**src/rtl/cmpn_pkg.sv**
```systemverilog
package cmpn_pkg;
  localparam int RegW = 16;
  localparam logic [RegW-1:0] StatusInit = 16'h0002;
  localparam logic [RegW-1:0] PowerForce = 16'h8040;
  localparam int PowerTrigBit = 7;

  localparam logic [7:0] OffMode   = 8'h00;
  localparam logic [7:0] OffCdet   = 8'h04;
  localparam logic [7:0] OffStat   = 8'h08;
  localparam logic [7:0] OffPower  = 8'h0C;
  localparam logic [7:0] OffCctl   = 8'h10;
  localparam logic [7:0] OffRoute  = 8'h14;
  localparam logic [7:0] OffMask   = 8'h18;
  localparam logic [7:0] OffIstat  = 8'h1C;
  localparam logic [7:0] OffDir    = 8'h20;
  localparam logic [7:0] OffLevelW = 8'h24;
  localparam logic [7:0] OffLevelR = 8'h28;

  typedef enum logic [3:0] {
    SelNone, SelMode, SelCdet, SelStat, SelPower, SelCctl,
    SelRoute, SelMask, SelIstat, SelDir, SelLevel
  } rdSel_e;

  typedef struct packed {
    logic   wrMode;
    logic   wrCdet;
    logic   wrPower;
    logic   wrCctl;
    logic   wrRoute;
    logic   wrMask;
    logic   wrIstat;
    logic   wrDir;
    logic   wrLevel;
    rdSel_e rdSel;
  } ctrlStrobe_t;
endpackage

```
**src/rtl/cmpn_ctrl.sv**
```systemverilog
module cmpn_ctrl
  import cmpn_pkg::*;
#(
  parameter int AddrW = 8
) (
  input  logic [AddrW-1:0] busAddr,
  input  logic             busWrEn,
  output ctrlStrobe_t      ctl
);
  localparam int PadW = (AddrW > 8) ? AddrW - 8 : 0;

  logic [AddrW-1:0] offs [0:10];

  always_comb begin
    offs[0]  = AddrW'(OffMode);
    offs[1]  = AddrW'(OffCdet);
    offs[2]  = AddrW'(OffStat);
    offs[3]  = AddrW'(OffPower);
    offs[4]  = AddrW'(OffCctl);
    offs[5]  = AddrW'(OffRoute);
    offs[6]  = AddrW'(OffMask);
    offs[7]  = AddrW'(OffIstat);
    offs[8]  = AddrW'(OffDir);
    offs[9]  = AddrW'(OffLevelW);
    offs[10] = AddrW'(OffLevelR);
  end

  always_comb begin
    ctl = '0;
    ctl.rdSel = SelNone;
    if (busAddr == offs[0]) begin
      ctl.rdSel = SelMode;   ctl.wrMode = busWrEn;
    end else if (busAddr == offs[1]) begin
      ctl.rdSel = SelCdet;   ctl.wrCdet = busWrEn;
    end else if (busAddr == offs[2]) begin
      ctl.rdSel = SelStat;
    end else if (busAddr == offs[3]) begin
      ctl.rdSel = SelPower;  ctl.wrPower = busWrEn;
    end else if (busAddr == offs[4]) begin
      ctl.rdSel = SelCctl;   ctl.wrCctl = busWrEn;
    end else if (busAddr == offs[5]) begin
      ctl.rdSel = SelRoute;  ctl.wrRoute = busWrEn;
    end else if (busAddr == offs[6]) begin
      ctl.rdSel = SelMask;   ctl.wrMask = busWrEn;
    end else if (busAddr == offs[7]) begin
      ctl.rdSel = SelIstat;  ctl.wrIstat = busWrEn;
    end else if (busAddr == offs[8]) begin
      ctl.rdSel = SelDir;    ctl.wrDir = busWrEn;
    end else if (busAddr == offs[9] || busAddr == offs[10]) begin
      ctl.rdSel = SelLevel;  ctl.wrLevel = busWrEn;
    end
  end

  if (PadW > 0) begin : g_wide_note
    // Wider address buses decode the full offset; upper bits must be zero.
  end
endmodule

```
**src/rtl/cmpn_datapath.sv**
```systemverilog
module cmpn_datapath
  import cmpn_pkg::*;
#(
  parameter int DataW = 32
) (
  input  logic             clk,
  input  logic             rstN,
  input  ctrlStrobe_t      ctl,
  input  logic [DataW-1:0] busWrData,
  input  logic [RegW-1:0]  pinIn,
  output logic [RegW-1:0]  busRdData,
  output logic [RegW-1:0]  gpioOut,
  output logic [RegW-1:0]  gpioChg
);
  logic [RegW-1:0] wData;
  logic [RegW-1:0] modeReg, cdetReg, powerReg, cctlReg;
  logic [RegW-1:0] routeReg, maskReg, istatReg, dirReg, levelReg;
  logic [RegW-1:0] pinSamp, pinPrev, pinDiff, levelNext;
  logic [RegW-1:0] effNow, effPrev, chgReg;

  assign wData = busWrData[RegW-1:0];

  always_ff @(posedge clk) begin
    if (!rstN) begin
      modeReg  <= '0;
      cdetReg  <= '0;
      powerReg <= '0;
      cctlReg  <= '0;
      routeReg <= '0;
      maskReg  <= '0;
      istatReg <= '0;
      dirReg   <= '0;
    end else begin
      if (ctl.wrMode)  modeReg  <= wData;
      if (ctl.wrCdet)  cdetReg  <= wData;
      if (ctl.wrPower) powerReg <= wData[PowerTrigBit] ? (wData | PowerForce) : wData;
      if (ctl.wrCctl)  cctlReg  <= wData;
      if (ctl.wrRoute) routeReg <= wData;
      if (ctl.wrMask)  maskReg  <= wData;
      if (ctl.wrIstat) istatReg <= wData;
      if (ctl.wrDir)   dirReg   <= wData;
    end
  end

  // Pin toggles follow into the level register unless a bus level write
  // owns this cycle; then the toggle stays pending for one more edge.
  assign pinDiff = pinSamp ^ pinPrev;

  for (genvar i = 0; i < RegW; i++) begin : g_line
    assign levelNext[i] = ctl.wrLevel ? (wData[i] & dirReg[i])
                        : (pinDiff[i] ? pinSamp[i] : levelReg[i]);
    assign effNow[i]    = levelReg[i] & dirReg[i];
  end

  always_ff @(posedge clk) begin
    if (!rstN) begin
      levelReg <= '0;
      pinSamp  <= '0;
      pinPrev  <= '0;
      effPrev  <= '0;
      chgReg   <= '0;
    end else begin
      levelReg <= levelNext;
      pinSamp  <= pinIn;
      if (!ctl.wrLevel) pinPrev <= pinSamp;
      effPrev  <= effNow;
      chgReg   <= effNow ^ effPrev;
    end
  end

  assign gpioOut = effNow;
  assign gpioChg = chgReg;

  always_comb begin
    unique case (ctl.rdSel)
      SelMode:  busRdData = modeReg;
      SelCdet:  busRdData = cdetReg;
      SelStat:  busRdData = StatusInit;
      SelPower: busRdData = powerReg;
      SelCctl:  busRdData = cctlReg;
      SelRoute: busRdData = routeReg;
      SelMask:  busRdData = maskReg;
      SelIstat: busRdData = istatReg;
      SelDir:   busRdData = dirReg;
      SelLevel: busRdData = levelReg;
      default:  busRdData = '0;
    endcase
  end
endmodule

```
**src/rtl/cmpn_gpio_regs.sv**
```systemverilog
module cmpn_gpio_regs
  import cmpn_pkg::*;
#(
  parameter int AddrW = 8,
  parameter int DataW = 32
) (
  input  logic             clk,
  input  logic             rstN,
  input  logic [AddrW-1:0] busAddr,
  input  logic             busWrEn,
  input  logic [DataW-1:0] busWrData,
  output logic [RegW-1:0]  busRdData,
  input  logic [RegW-1:0]  pinIn,
  output logic [RegW-1:0]  gpioOut,
  output logic [RegW-1:0]  gpioChg
);
  ctrlStrobe_t ctl;

  cmpn_ctrl #(.AddrW(AddrW)) u_ctrl (
    .busAddr (busAddr),
    .busWrEn (busWrEn),
    .ctl     (ctl)
  );

  cmpn_datapath #(.DataW(DataW)) u_dp (
    .clk       (clk),
    .rstN      (rstN),
    .ctl       (ctl),
    .busWrData (busWrData),
    .pinIn     (pinIn),
    .busRdData (busRdData),
    .gpioOut   (gpioOut),
    .gpioChg   (gpioChg)
  );
endmodule

```
**config.mk**
```make
export PLATFORM = sky130hd
export DESIGN_NAME = cmpn_gpio_regs
export DESIGN_NICKNAME = d
export VERILOG_FILES = /design/src/rtl/cmpn_pkg.sv /design/src/rtl/cmpn_ctrl.sv /design/src/rtl/cmpn_datapath.sv /design/src/rtl/cmpn_gpio_regs.sv
export SDC_FILE = /design/constraint.sdc
export NUM_CORES = 1
export LEC_CHECK = 0
export ABC_CLOCK_PERIOD_IN_PS = 5000
export BUFFER_PORTS_ARGS = -buffer_cell sky130_fd_sc_hd__buf_2
export CAP_MARGIN = 0
export CORE_MARGIN = 3
export CORE_UTILIZATION = 55
export DETAILED_ROUTE_END_ITERATION = 10
export PLACE_DENSITY = 0.84
export SLEW_MARGIN = 20
export SYNTH_ARGS = -nofsm -noshare
export SYNTH_HDL_FRONTEND = slang
export SYNTH_SLANG_ARGS = --single-unit
```
**constraint.sdc**
```tcl
create_clock -name clk -period 5 [get_ports clk]
set_clock_uncertainty 0.1 [all_clocks]
set_input_delay 1 -clock clk [delete_from_list [all_inputs] [get_ports clk]]
set_output_delay 1 -clock clk [all_outputs]
set_load 0.005 [all_outputs]
```
==> results.ini <==
[clock_tree]
cts_tree = yes
h-tree-depth = 1
post_cts_resize_count = 0
clock_latency_ns = 0.49
post-cts-setup-buffers = 0
cts.sinks = 208
numCtsBuffers = 21
clk_pin_slew_ns = 0.06
cts-root-buf = clkbuf_16
ctsHoldBuffers = 0
clockBufferDepth = 3

[floorplan]
die_h_um = 136
io_pins = 107
start_util_pct = 57.4
coreArea_mm2 = 0.0162
dieWidth_um = 136
row_count = 46
dieArea_mm2 = 0.0185

[layout]
postLayoutCoreUtil_pct = 63.8
nFillCells = 1277
diodes = 0
syn_to_final_growth_pct = 11.2
drive_gt1_share_pct = 15.3
nNetsFinal = 1104
instances_no_fill = 1275

[pwr]
ir_drop_uv = 299
cellPowerDensity_mw_per_mm2 = 327
p_leak_nw = 4.09
finalPower_mw = 3.38

[setup_path]
crit_type = in2out
worst-path-max-fanout = 20
worstPathArrival_ns = 3.04
worstPathRequired_ns = 3.90
cp-end-kind = output pin
crit_path_start_kind = primary input

[placement]
post-place-cells = 1238
gp_congestion = 0.960
dp_hpwl_um = 15500
port_buffers = 90

[synth]
syn_avg_cell_area_um2 = 9.19
syn_area_mm2 = 0.00928
synth_area_leaders = dfxtp_1, mux2i_1, nand2_1
synth_seq_cells = 208
synth_common_cells = dfxtp_1, nand2_1, mux2i_1
synthCells = 1010
synth_cell_types = 56
synth_flop_cell = dfxtp_1
yosys.area.top_type = dfxtp_1
yosys_warnings = 0
synth_most_common_cell = dfxtp_1
synth.top_cell.area_share_pct = 44.9
syn_nets = 1069
synth_edf_count = 0
ys_async_sr_fraction_pct = 0
ys_seq_area_share_pct = 44.9

[grt]
grt_first_pass_wirelength_um = 37200
grt_max_degree = 197
grt-ovfl-total = 0
groute.usage.overall_pct = 25.2
grt_pass1_vias = 7119
antenna_found_initial = 1

[sta]
setup_viol = 0
tns_ns = 0
slew_headroom_pct = 33.7
post-route-min-period_ns = 4.14
final-max-slew-violation-count = 0
worst_pin_slew_ns = 0.994
fmax_mhz = 241
rsz0062_at_grt = false
hold_viol = 0
fin_crit_sh_pct = 82.8

[routing]
drt-total-wl_um = 23500
wl_per_cell_um = 18.4
drt_first_iter_violations = 684
firstDrtPassIters = 5
final_antenna_net_count = 0
vias_per_cell = 5.79
drc_errors = 0
dr_total_vias = 7388

[job]
max_cap_viol_count = 0

[run_status]
status = complete, no violations

[min_path]
hold_class = reg2reg

-- state kept, by name, summed over array words and instances (netlist names) --
signal,count
u_dp.cdetReg,16
u_dp.dirReg,16
u_dp.levelReg,16
u_dp.powerReg,16
u_dp.pinSamp,16
u_dp.maskReg,16
u_dp.effPrev,16
u_dp.routeReg,16
u_dp.gpioChg,16
u_dp.cctlReg,16
u_dp.pinPrev,16
u_dp.istatReg,16
u_dp.modeReg,16
-- worst paths after layout --
path              slack [ns]  cells past startpoint                          from                       endpoint
hold reg to reg         0.34                      2    u_dp.pinSamp[5]$_SDFF_PN0_   u_dp.pinPrev[5]$_SDFFE_PN0N_
setup / recovery        0.86                      7                    busAddr[4]                   busRdData[7]
hold / removal          0.34                      2    u_dp.pinSamp[5]$_SDFF_PN0_   u_dp.pinPrev[5]$_SDFFE_PN0N_
setup reg to reg        3.85                      4  u_dp.pinPrev[1]$_SDFFE_PN0N_  u_dp.levelReg[1]$_SDFFE_PN0P_
-- cell usage in the layout, fill, tap and decap left out, drive strengths merged, types with 10 or more instances in the layout --
cell type  count
dfxtp        208
nand2        165
buf          100
mux2i         81
nand3         81
nor2b         80
a21boi        64
and2          37
clkbuf        31
and3          22
o21ai         20
a22oi         17
inv           16
maj3          16
xnor2         16
mux2          14
nor2          10
-- cell families (layout without fill, tap and decap cells) --
kind of cell / after synthesis / after routing / share of synthesized area, %
simple gates: 426 / 426 / 24.2
flops: 208 / 208 / 44.9
mux: 98 / 98 / 11.2
fa+ha+maj: 16 / 16 / 1.73
compound gates: 140 / 140 / 11.1
buf+inv: 105 / 154 / 5.34
xor+xnor: 17 / 17 / 1.60
-- final cells by class --
class / count / area [um^2] / area share (%)
flip-flops and latches: 208 / 4160 / 40.4
clock inverters: 7 / 60.1 / 0.582
repair buffers: 101 / 542 / 5.25
multi-input cells: 697 / 4620 / 44.8
clock buffers: 30 / 599 / 5.81
inverters: 16 / 60.1 / 0.582
well taps: 216 / 270 / 2.62
-- worst max-delay path, cell delays in order --
cell	delay (ns)
buf_2	0.48
nor4b_4	0.08
buf_4	0.19
and3_1	0.38
a222oi_1	0.52
nand3_1	0.20
buf_2	0.17
-- layer usage --
layer  share of wire [%]  vias to the layer above  track usage, %
met5               0.038                        -               0
met1                  42                     3544            32.9
met3                 7.5                       48            4.55
met2                  48                      279            43.2
met4                 2.6                        2            6.66
li1                    -                     3515               -
-- through the flow --
stage	worst slack [ns]	area [um^2]	hold slack, ns
2_1_floorplan	1.50	9280	0.330
6_report	0.858	10300	0.343
4_1_cts	0.938	10300	0.350
3_3_place_gp	0.962	9660	0.337
5_1_grt	0.866	10300	0.366
3_5_place_dp	0.946	9660	0.343
-- power breakdown --
group          switching [mW]  total [mW]  internal (mW)
combinational           0.106       0.174         0.0677
sequential             0.0185        1.70           1.68
clock                   0.620        1.50          0.883
No activity file was read; power rests on OpenSTA's default activity.
